<file path="src/rtl/spdif_ub_pkg.sv">
package spdif_ub_pkg;

    // Bit sequencer: waiting for the first block start, or streaming
    typedef enum logic [0:0] {
        SEQ_IDLE = 1'b0,
        SEQ_RUN  = 1'b1
    } seq_state_t;

    // Host side of the fill buffer: writable, or committed and waiting for a swap
    typedef enum logic [0:0] {
        FILL_OPEN   = 1'b0,
        FILL_LOCKED = 1'b1
    } fill_state_t;

endpackage

</file>
<file path="src/rtl/ub_host_port.sv">
module ub_host_port
    import spdif_ub_pkg::*;
#(
    parameter int MAX_BYTES = 96,
    parameter int ADDR_W    = 8,
    parameter int IDX_W     = $clog2(MAX_BYTES)
) (
    input  logic              clk,
    input  logic              rst_n,
    input  logic              addr_we,
    input  logic              data_we,
    input  logic [ADDR_W-1:0] wdata,
    input  logic              commit,
    input  logic              swap,
    output logic              wr_en,
    output logic [IDX_W-1:0]  wr_idx,
    output logic [7:0]        wr_byte,
    output logic              commit_pend
);

    fill_state_t       fill_q, fill_d;
    logic [ADDR_W-1:0] addr_q;

    // Indirect address register
    always_ff @(posedge clk) begin
        if (!rst_n) begin
            addr_q <= '0;
        end else if (addr_we) begin
            addr_q <= wdata;
        end
    end

    // State register
    always_ff @(posedge clk) begin
        if (!rst_n) begin
            fill_q <= FILL_OPEN;
        end else begin
            fill_q <= fill_d;
        end
    end

    // Next state
    always_comb begin
        fill_d = fill_q;
        unique case (fill_q)
            FILL_OPEN:   if (commit) fill_d = FILL_LOCKED;
            FILL_LOCKED: if (swap)   fill_d = FILL_OPEN;
            default:     fill_d = FILL_OPEN;
        endcase
    end

    // Outputs: byte writes are accepted only while the fill buffer is open
    always_comb begin
        commit_pend = (fill_q == FILL_LOCKED);
        wr_en       = data_we && (fill_q == FILL_OPEN) && (int'(addr_q) < MAX_BYTES);
        wr_idx      = addr_q[IDX_W-1:0];
        wr_byte     = wdata[7:0];
    end

endmodule

</file>
<file path="src/rtl/ub_seq.sv">
module ub_seq
    import spdif_ub_pkg::*;
#(
    parameter int BLOCK_BITS = 384,
    parameter int MAX_BITS   = 768,
    parameter int PTR_W      = $clog2(MAX_BITS)
) (
    input  logic             clk,
    input  logic             rst_n,
    input  logic             cfg_long,
    input  logic             sf_strobe,
    input  logic             sf_nxt_z,
    input  logic             commit_pend,
    output logic [PTR_W-1:0] ptr,
    output logic             tx_sel,
    output logic             swap,
    output logic             run
);

    localparam logic [PTR_W-1:0] SHORT_LAST = PTR_W'(BLOCK_BITS - 1);
    localparam logic [PTR_W-1:0] LONG_LAST  = PTR_W'(MAX_BITS - 1);

    seq_state_t       state_q, state_d;
    logic [PTR_W-1:0] ptr_q, ptr_d;
    logic             sel_q, sel_d;
    logic [PTR_W-1:0] len_last;
    logic             at_last;
    logic             mid_start;
    logic             boundary;

    // Boundary decode
    always_comb begin
        len_last  = cfg_long ? LONG_LAST : SHORT_LAST;
        at_last   = (ptr_q == len_last);
        mid_start = cfg_long && (ptr_q == SHORT_LAST);
        boundary  = 1'b0;
        unique case (state_q)
            SEQ_IDLE: boundary = sf_strobe && sf_nxt_z;
            SEQ_RUN:  boundary = sf_strobe && (at_last || (sf_nxt_z && !mid_start));
            default:  boundary = 1'b0;
        endcase
        swap = boundary && commit_pend;
    end

    // State register
    always_ff @(posedge clk) begin
        if (!rst_n) begin
            state_q <= SEQ_IDLE;
        end else begin
            state_q <= state_d;
        end
    end

    // Next state
    always_comb begin
        state_d = state_q;
        unique case (state_q)
            SEQ_IDLE: if (sf_strobe && sf_nxt_z) state_d = SEQ_RUN;
            SEQ_RUN:  state_d = SEQ_RUN;
            default:  state_d = SEQ_IDLE;
        endcase
    end

    // Outputs: pointer (advance, wrap, realign) and buffer selection
    always_comb begin
        ptr_d = ptr_q;
        sel_d = sel_q;
        if (boundary) begin
            ptr_d = '0;
        end else if (sf_strobe && (state_q == SEQ_RUN)) begin
            ptr_d = ptr_q + 1'b1;
        end
        if (swap) begin
            sel_d = ~sel_q;
        end
    end

    always_ff @(posedge clk) begin
        if (!rst_n) begin
            ptr_q <= '0;
            sel_q <= 1'b0;
        end else begin
            ptr_q <= ptr_d;
            sel_q <= sel_d;
        end
    end

    assign ptr    = ptr_q;
    assign tx_sel = sel_q;
    assign run    = (state_q == SEQ_RUN);

endmodule

</file>
<file path="src/rtl/ub_store.sv">
module ub_store #(
    parameter int MAX_BYTES = 96,
    parameter int IDX_W     = $clog2(MAX_BYTES),
    parameter int PTR_W     = $clog2(MAX_BYTES * 8)
) (
    input  logic             clk,
    input  logic             rst_n,
    input  logic             wr_en,
    input  logic [IDX_W-1:0] wr_idx,
    input  logic [7:0]       wr_byte,
    input  logic             tx_sel,
    input  logic [PTR_W-1:0] rd_ptr,
    input  logic             run,
    output logic             ub_bit
);

    localparam int NBANK = 2;

    logic [PTR_W-4:0] byte_idx;
    logic [2:0]       bit_idx;
    logic [NBANK-1:0] bank_bit;
    logic             fill_sel;
    logic             bit_q;

    assign byte_idx = rd_ptr[PTR_W-1:3];
    assign bit_idx  = rd_ptr[2:0];
    assign fill_sel = ~tx_sel;

    for (genvar b = 0; b < NBANK; b++) begin : g_bank
        logic [7:0] mem [MAX_BYTES];

        always_ff @(posedge clk) begin
            if (!rst_n) begin
                for (int i = 0; i < MAX_BYTES; i++) begin
                    mem[i] <= '0;
                end
            end else if (wr_en && (fill_sel == 1'(b))) begin
                mem[wr_idx] <= wr_byte;
            end
        end

        assign bank_bit[b] = mem[byte_idx][bit_idx];
    end

    // Presented bit: registered read of the send buffer, 0 while idle
    always_ff @(posedge clk) begin
        if (!rst_n) begin
            bit_q <= 1'b0;
        end else begin
            bit_q <= run ? bank_bit[tx_sel] : 1'b0;
        end
    end

    assign ub_bit = bit_q;

endmodule

</file>
<file path="src/rtl/ub_flag.sv">
module ub_flag (
    input  logic clk,
    input  logic rst_n,
    input  logic swap,
    input  logic sts_rd,
    input  logic irq_mask,
    output logic sts_ready,
    output logic irq
);

    logic flag_q;

    // Set has priority over the clear-on-read
    always_ff @(posedge clk) begin
        if (!rst_n) begin
            flag_q <= 1'b0;
        end else if (swap) begin
            flag_q <= 1'b1;
        end else if (sts_rd) begin
            flag_q <= 1'b0;
        end
    end

    assign sts_ready = flag_q;
    assign irq       = flag_q & irq_mask;

endmodule

</file>
<file path="src/rtl/spdif_ub_dbuf.sv">
module spdif_ub_dbuf #(
    parameter int MAX_BYTES  = 96,
    parameter int BLOCK_BITS = 384
) (
    input  logic       clk,
    input  logic       rst_n,
    input  logic       cfg_long,
    input  logic       host_addr_we,
    input  logic       host_data_we,
    input  logic [7:0] host_wdata,
    input  logic       host_commit,
    input  logic       sts_rd,
    input  logic       irq_mask,
    input  logic       sf_strobe,
    input  logic       sf_nxt_z,
    output logic       ub_bit,
    output logic       sts_ready,
    output logic       irq
);

    localparam int MAX_BITS = MAX_BYTES * 8;
    localparam int PTR_W    = $clog2(MAX_BITS);
    localparam int IDX_W    = $clog2(MAX_BYTES);
    localparam int ADDR_W   = 8;

    logic             wr_en;
    logic [IDX_W-1:0] wr_idx;
    logic [7:0]       wr_byte;
    logic             commit_pend;
    logic             swap;
    logic             tx_sel;
    logic             run;
    logic [PTR_W-1:0] ptr;

    ub_host_port #(
        .MAX_BYTES (MAX_BYTES),
        .ADDR_W    (ADDR_W),
        .IDX_W     (IDX_W)
    ) host_i (
        .clk         (clk),
        .rst_n       (rst_n),
        .addr_we     (host_addr_we),
        .data_we     (host_data_we),
        .wdata       (host_wdata),
        .commit      (host_commit),
        .swap        (swap),
        .wr_en       (wr_en),
        .wr_idx      (wr_idx),
        .wr_byte     (wr_byte),
        .commit_pend (commit_pend)
    );

    ub_seq #(
        .BLOCK_BITS (BLOCK_BITS),
        .MAX_BITS   (MAX_BITS),
        .PTR_W      (PTR_W)
    ) seq_i (
        .clk         (clk),
        .rst_n       (rst_n),
        .cfg_long    (cfg_long),
        .sf_strobe   (sf_strobe),
        .sf_nxt_z    (sf_nxt_z),
        .commit_pend (commit_pend),
        .ptr         (ptr),
        .tx_sel      (tx_sel),
        .swap        (swap),
        .run         (run)
    );

    ub_store #(
        .MAX_BYTES (MAX_BYTES),
        .IDX_W     (IDX_W),
        .PTR_W     (PTR_W)
    ) store_i (
        .clk     (clk),
        .rst_n   (rst_n),
        .wr_en   (wr_en),
        .wr_idx  (wr_idx),
        .wr_byte (wr_byte),
        .tx_sel  (tx_sel),
        .rd_ptr  (ptr),
        .run     (run),
        .ub_bit  (ub_bit)
    );

    ub_flag flag_i (
        .clk       (clk),
        .rst_n     (rst_n),
        .swap      (swap),
        .sts_rd    (sts_rd),
        .irq_mask  (irq_mask),
        .sts_ready (sts_ready),
        .irq       (irq)
    );

endmodule

</file>
<file path="config.mk">
export PLATFORM = sky130hd
export DESIGN_NAME = spdif_ub_dbuf
export DESIGN_NICKNAME = d
export VERILOG_FILES = /design/src/rtl/spdif_ub_pkg.sv /design/src/rtl/ub_host_port.sv /design/src/rtl/ub_seq.sv /design/src/rtl/ub_store.sv /design/src/rtl/ub_flag.sv /design/src/rtl/spdif_ub_dbuf.sv
export SDC_FILE = /design/constraint.sdc
export NUM_CORES = 2
export LEC_CHECK = 0
export BUFFER_PORTS_ARGS = -buffer_cell sky130_fd_sc_hd__buf_4
export CAP_MARGIN = 10
export CORE_AREA = 2 2 650 393
export CTS_CLUSTER_DIAMETER = 150
export DETAILED_ROUTE_END_ITERATION = 8
export DIE_AREA = 0 0 652 395
export PLACE_DENSITY_LB_ADDON = 0.3
export REMOVE_ABC_BUFFERS = 1
export SETUP_SLACK_MARGIN = 0.2
export SYNTH_ARGS = -nofsm -noshare
export SYNTH_HDL_FRONTEND = slang
export SYNTH_SLANG_ARGS = --single-unit
</file>
<file path="constraint.sdc">
create_clock -name clk -period 6.1 [get_ports clk]
set_input_delay 0.915 -clock clk [delete_from_list [all_inputs] [get_ports clk]]
set_output_delay 0.915 -clock clk [all_outputs]
set_load 0.02 [all_outputs]
</file>
Word level (Yosys, flattened, before mapping)
Memory sizes are Yosys's and may differ from the RTL's. A register that Yosys moved wholly into a read port is not among the register bits.
Index checks and enable logic that the tools add are counted.
{"block": "op_classes", "mux": 32, "eq_ne": 2, "magnitude_cmp": 3, "n_addsub": 1, "n_reduce_logical": 17, "bitwise_logic": 5}
{"op": "$mux 7", "n": 6}
{"op": "$mux 1", "n": 18}
{"op": "$mux 8", "n": 2}
{"op": "$reduce_or 8->1", "n": 2}
{"op": "$add 10x1->10 const B", "n": 1}
{"op": "$eq 10x10->1", "n": 1}
{"op": "$eq 10x9->1 const B", "n": 1}
{"op": "$logic_and 1x1->1", "n": 10}
{"op": "$mux 10", "n": 1}
{"op": "$lt 8x7->1 const B", "n": 1}
{"op": "$bmux 1 s3", "n": 2}
{"op": "$pmux 1 s2", "n": 3}
{"op": "$lt 3x4->1 const B", "n": 1}
{"op": "$not 1->1", "n": 4}
{"op": "$lt 1x2->1 const B", "n": 1}
{"op": "$reduce_and 2->1", "n": 1}
{"op": "$reduce_bool 2->1", "n": 1}
{"op": "$reduce_or 2->1", "n": 1}
{"op": "$and 1x1->1", "n": 1}
{"op": "$logic_not 1->1", "n": 1}
{"op": "$logic_or 1x1->1", "n": 1}
{"block": "word_totals", "mem_bits_rw": 1536, "word_cells": 69, "in_bits": 18, "memories": 2, "reg_bits": 23, "output_inout_bits": 3}
{"name": "store_i.g_bank[0].mem", "depth": 96, "width": 8, "read_ports": 1, "rd_ports_with_merged_regs": 1, "wr": 96, "line_no": "ub_store.sv:30", "source": "logic [7:0] mem [MAX_BYTES];"}
{"name": "store_i.g_bank[1].mem", "depth": 96, "width": 8, "read_ports": 1, "rd_ports_with_merged_regs": 1, "wr": 96, "line_no": "ub_store.sv:30"}

Depth between registers and ports, before layout
{"block": "depth", "depth_word": 10, "depth_mapped": 16, "mapped_depth_nobuf": 9}

By module
Synthesis repeated with hierarchy kept, for this count alone.
{"block": "hier_totals", "cells_unflattened": 6125, "area_unflattened_um2": 93293.2}
{"module": "ub_store", "area_per_inst_um2": 92195.9, "cells_per_inst": 6011, "instances": 1}
{"module": "ub_seq", "area_per_inst_um2": 575.6, "cells_per_inst": 64, "instances": 1}
{"module": "ub_host_port", "area_per_inst_um2": 473.0, "cells_per_inst": 46, "instances": 1}
{"module": "ub_flag", "area_per_inst_um2": 48.8, "cells_per_inst": 4, "instances": 1}

Least setup slack after synthesis
Ideal clock, no wire load.
{"block": "synth_path", "kind": "input -> register", "startpoint": "input rst_n", "endpoint": "memory store_i.g_bank[0].mem[21][0] (enable)", "t_required_ps": 5716, "path_slack_ps": 2782, "arrival_time_ps": 2934, "n_path_buf": 3, "stages": 8, "cell_sequence": "buf_6 > nor4bb_1 > nand2_1 > nor3_1 > nand3_1 > clkbuf_1 > clkbuf_1 > o21ai_0"}
{"element": "start, declared", "line_no": "spdif_ub_dbuf.sv:6", "source": "input logic rst_n,"}
{"element": "end, declared", "line_no": "ub_store.sv:30"}

==> report_table.html <==
<table>
<tr><th>Metric</th><th>Value</th></tr>
<tr><th colspan="2">STA</th></tr>
<tr><td>Min Tclk post-route</td><td>4.92 ns</td></tr>
<tr><td>Final Slew Violations</td><td>0</td></tr>
<tr><td>Final-report setup violation count</td><td>0</td></tr>
<tr><td>Relative slew slack</td><td>1.02%</td></tr>
<tr><td>Fin crit share</td><td>80.6%</td></tr>
<tr><td>Fmax</td><td>0.203 GHz</td></tr>
<tr><td>Setup skew after layout</td><td>0.0323 ns</td></tr>
<tr><td>Setup repair after global routing missed its margin</td><td>false</td></tr>
<tr><td>Worst-margin pin slew</td><td>1.48 ns</td></tr>
<tr><td>Final-report hold violation count</td><td>0</td></tr>
<tr><td>Total negative slack</td><td>0 ns</td></tr>
<tr><th colspan="2">Die</th></tr>
<tr><td>FP Rows</td><td>143</td></tr>
<tr><td>Full die area</td><td>258000 µm²</td></tr>
<tr><td>Area of the placeable core</td><td>252000 µm²</td></tr>
<tr><td>Die outline width</td><td>652 µm</td></tr>
<tr><td>Initial cell density of the core</td><td>36.8%</td></tr>
<tr><td>Die boundary height</td><td>395 µm</td></tr>
<tr><td>Count of boundary I/O pins</td><td>21</td></tr>
<tr><th colspan="2">Outcome</th></tr>
<tr><td>Run status</td><td>finished, violations left</td></tr>
<tr><td>Violations in the final reports</td><td>capacitance limit</td></tr>
<tr><th colspan="2">Job</th></tr>
<tr><td>Max-cap check violation count</td><td>1</td></tr>
<tr><th colspan="2">Setup path</th></tr>
<tr><td>Worst flop-to-flop path endpoint</td><td>store_i.ub_bit</td></tr>
<tr><td>Flop2flop setup slack</td><td>1.18 ns</td></tr>
<tr><td>Critical Path Sink Type</td><td>flop</td></tr>
<tr><td>WS Path Type</td><td>flop to flop</td></tr>
<tr><td>Largest driver fanout on the critical path</td><td>25</td></tr>
<tr><td>Path length in cells of the critical path</td><td>10</td></tr>
<tr><td>Arrival time at the worst endpoint</td><td>5.66 ns</td></tr>
<tr><td>Dominant delay contributor by cell family on the critical path</td><td>simple AND/OR/NAND/NOR gates</td></tr>
<tr><td>Worst setup SP type</td><td>flop</td></tr>
<tr><td>Critical path buffer and inverter count</td><td>2</td></tr>
<tr><td>Required time of the critical path</td><td>6.85 ns</td></tr>
<tr><td>CP max-delay cell</td><td>nor4_1</td></tr>
<tr><td>Chain of cells forming the critical path</td><td>buf_12 -&gt; buf_4 -&gt; mux4_2 -&gt; a22oi_1 -&gt; a21oi_1 -&gt; nor4_1 -&gt; nor3_1 -&gt; o21ai_1 -&gt; a21oi_1 -&gt; o2111a_1</td></tr>
<tr><td>Slowest stage delay, CP</td><td>1.23 ns</td></tr>
<tr><td>Crit path to</td><td>store_i.ub_bit</td></tr>
<tr><td>R2R depth</td><td>10</td></tr>
<tr><td>Cell repeated most along the worst path</td><td>a21oi_1</td></tr>
<tr><th colspan="2">GRT</th></tr>
<tr><td>Global-route wire length before repair</td><td>380 mm</td></tr>
<tr><td>Total track usage</td><td>20.3%</td></tr>
<tr><td>Residual overflow from global routing</td><td>0</td></tr>
<tr><td>Vias in the first global route</td><td>52100</td></tr>
<tr><td>Largest net degree at the start of global routing</td><td>162</td></tr>
<tr><td>Number of antenna violations at the first check in global routing</td><td>10</td></tr>
<tr><th colspan="2">Synthesis</th></tr>
<tr><td>Fraction of synthesis flops using an asynchronous set or reset pin</td><td>0%</td></tr>
<tr><td>Number of synthesized flops with an enable pin</td><td>2048</td></tr>
<tr><td>Warnings, synthesis</td><td>0</td></tr>
<tr><td>Top cells by area, synth</td><td>edfxtp_1 (66%), and2_1 (9.6%), mux4_2 (9.3%)</td></tr>
<tr><td>Most frequent cells after synthesis</td><td>edfxtp_1 (2048), and2_1 (1419), mux4_2 (382), clkbuf_1 (323), mux2i_1 (267)</td></tr>
<tr><td>Seq cells post-synth</td><td>2078</td></tr>
<tr><td>Share of the synthesized area in the top cell type</td><td>66.3%</td></tr>
<tr><td>Portion of the post-synthesis area used by sequential elements</td><td>66.9%</td></tr>
<tr><td>Main synth FF type</td><td>edfxtp_1</td></tr>
<tr><td>Gate count of the mapped netlist</td><td>5931</td></tr>
<tr><td>Cell Area, Synth</td><td>92800 µm²</td></tr>
<tr><td>Unique masters post-synth</td><td>75</td></tr>
<tr><td>Leading area contributor after synthesis</td><td>edfxtp_1</td></tr>
<tr><td>Post-synthesis average cell area</td><td>15.7 µm²</td></tr>
<tr><td>Most instantiated library cell after synthesis</td><td>edfxtp_1</td></tr>
<tr><th colspan="2">Detailed routing</th></tr>
<tr><td>Routed Antenna Nets</td><td>0</td></tr>
<tr><td>Iteration-0 DRC Markers</td><td>7710</td></tr>
<tr><td>Wire length reported by the detailed router</td><td>264 mm</td></tr>
<tr><td>Mean routed wirelength per cell</td><td>26.6 µm</td></tr>
<tr><td>First-pass detailed-route iteration total</td><td>6</td></tr>
<tr><td>Count of vias placed by the detailed router</td><td>54300</td></tr>
<tr><td>Via-per-instance ratio</td><td>5.46</td></tr>
<tr><td>Number of remaining DRC errors</td><td>0</td></tr>
<tr><th colspan="2">Placed design</th></tr>
<tr><td>Routability congestion estimate from global placement</td><td>0.893</td></tr>
<tr><td>Area after detailed placement</td><td>98900 µm²</td></tr>
<tr><td>Detailed-placement wirelength estimate</td><td>168 mm</td></tr>
<tr><td>Count of input and output buffers</td><td>20</td></tr>
<tr><th colspan="2">Power</th></tr>
<tr><td>Power density relative to cell area</td><td>284 nW/µm²</td></tr>
<tr><td>IR Drop Worst-Case VDD</td><td>200 µV</td></tr>
<tr><td>Reported leakage power</td><td>0.0367 µW</td></tr>
<tr><td>Total power draw</td><td>29900 µW</td></tr>
<tr><th colspan="2">Layout</th></tr>
<tr><td>Area growth, synth to finish</td><td>13.2%</td></tr>
<tr><td>Ratio of cells with drive above 1 in the final layout</td><td>15.1%</td></tr>
<tr><td>Layout net count</td><td>6484</td></tr>
<tr><td>Final std cell area, no fill</td><td>105000 µm²</td></tr>
<tr><th colspan="2">Clock tree</th></tr>
<tr><td>Post-cts resize count</td><td>0</td></tr>
<tr><td>Number of CTS-inserted buffers</td><td>195</td></tr>
<tr><td>Number of buffers added to fix hold violations after cts</td><td>0</td></tr>
<tr><td>Number of H-tree levels</td><td>4</td></tr>
<tr><td>Root cell of the clock tree</td><td>clkbuf_16</td></tr>
<tr><td>CTS sink count</td><td>2078</td></tr>
<tr><td>CTS tree</td><td>done</td></tr>
<tr><td>Clk slew on worst S/H paths</td><td>0.07 ns</td></tr>
<tr><td>Source-to-sink clock delay at the later pin of the worst-skew pair</td><td>0.85 ns</td></tr>
<tr><td>Deepest clock path buffer count</td><td>4</td></tr>
<tr><td>Setup bufs post-CTS</td><td>0</td></tr>
<tr><th colspan="2">Worst hold path</th></tr>
<tr><td>Type of the most critical hold path</td><td>input port to flop</td></tr>
</table>
==> registers in the layout, indices dropped and copies added, names as in the netlist, named ones only <==
signal	count
store_i.ub_bit	1
seq_i.ptr	10
host_i.addr_q	8
store_i.g_bank.mem	2048
seq_i.run	1
host_i.commit_pend	1
seq_i.tx_sel	1
flag_i.sts_ready	1
==> per-layer routing <==
layer	global-route usage (%)	share of wire, %
met5	0	0.0076
met4	4.00	1.8
met3	7.72	14
met1	32.1	46
met2	25.8	38
==> where the power goes <==
part / switching [µW] / internal, µW / leakage [µW]
clock network: 5430 / 6710 / 0.00300
logic: 849 / 341 / 0.0126
registers: 201 / 16300 / 0.0211
total: 6480 / 23400 / 0.0367
==> worst min-delay path by stage <==
| stage | to | startpoint | depth (start not counted) |
|---|---|---|---|
| after floorplan | host_i.addr_q[7] | host_i.addr_q[7] | 2 |
| after global placement | flag_i.sts_ready | flag_i.sts_ready | 2 |
| after detailed placement | flag_i.sts_ready | flag_i.sts_ready | 2 |
| after CTS | host_i.commit_pend | host_commit | 3 |
| after global routing | host_i.commit_pend | host_commit | 3 |
| final | host_i.commit_pend | host_commit | 3 |
==> final cells by class <==
type                       instances  area, µm²
timing repair buffer             307       2640
inverter                           8       36.3
multi-input combinational       3875      30000
sequential                      2078      62100
clock buffer                     232       5100
tap                             3335       4170
fill                           22600     147000
clock inverter                   112        981
antenna                            2       5.00
==> metrics by stage <==
| step | worst slack, ns | utilization, % | hold slack [ns] | std cells |
|---|---|---|---|---|
| 2_1_floorplan | -23.12 | - | 0.484 | 5961 |
| 3_3_place_gp | 1.17 | 39.3 | 0.487 | 9588 |
| 3_5_place_dp | 1.37 | 39.3 | 0.510 | 9591 |
| 4_1_cts | 1.33 | 41.7 | 0.312 | 9935 |
| 5_1_grt | 0.910 | 41.7 | 0.356 | 9947 |
| 6_report | 1.18 | 41.7 | 0.349 | 9949 |
==> worst min-delay path, stage by stage <==
cell and delay, ns:
buf_4 0.09, mux2i_1 0.06, nor2b_1 0.10
==> layout by cell type (no fill, tap or decap), drive strengths merged, types with 3 or more instances in the layout <==
cell     count
a22o         5
a221oi       6
and2      1422
nor4bb       4
conb       512
bufinv      18
o22ai       60
inv          9
buf        295
edfxtp    2048
dfxtp       30
xnor2        5
a21oi       80
nand4       15
o221ai     102
nor2       241
mux2i      267
nand2      132
clkinv      91
o21ai      217
nand3       31
mux4       412
or2          5
nand3b       3
mux2         4
xor2         5
a2111oi     10
nor3b        7
clkbuf     244
and3       130
nor3        57
nor2b       21
o32ai        3
nor4        15
o31ai        3
nand2b       8
o41ai        4
a22oi       42
or3          8
a211oi      12
==> cells by family (layout without fill, tap and decap cells) <==
| family | after synthesis | in the layout | share of synthesized area, % |
|---|---|---|---|
| buffers and inverters | 489 | 659 | 2.91 |
| AND/OR/NAND/NOR | 2105 | 2105 | 13.1 |
| XOR/XNOR | 10 | 10 | 0.0944 |
| multiplexers | 683 | 683 | 13.0 |
| adder cells (fa/ha/maj) | 1 | 1 | 0.0135 |
| flip-flops | 2078 | 2078 | 66.9 |
| other | 1 | 514 | 0.00404 |
| AO/OA/AOI/OAI | 564 | 564 | 3.92 |
Note: power is estimated with default switching activity, not from simulation.
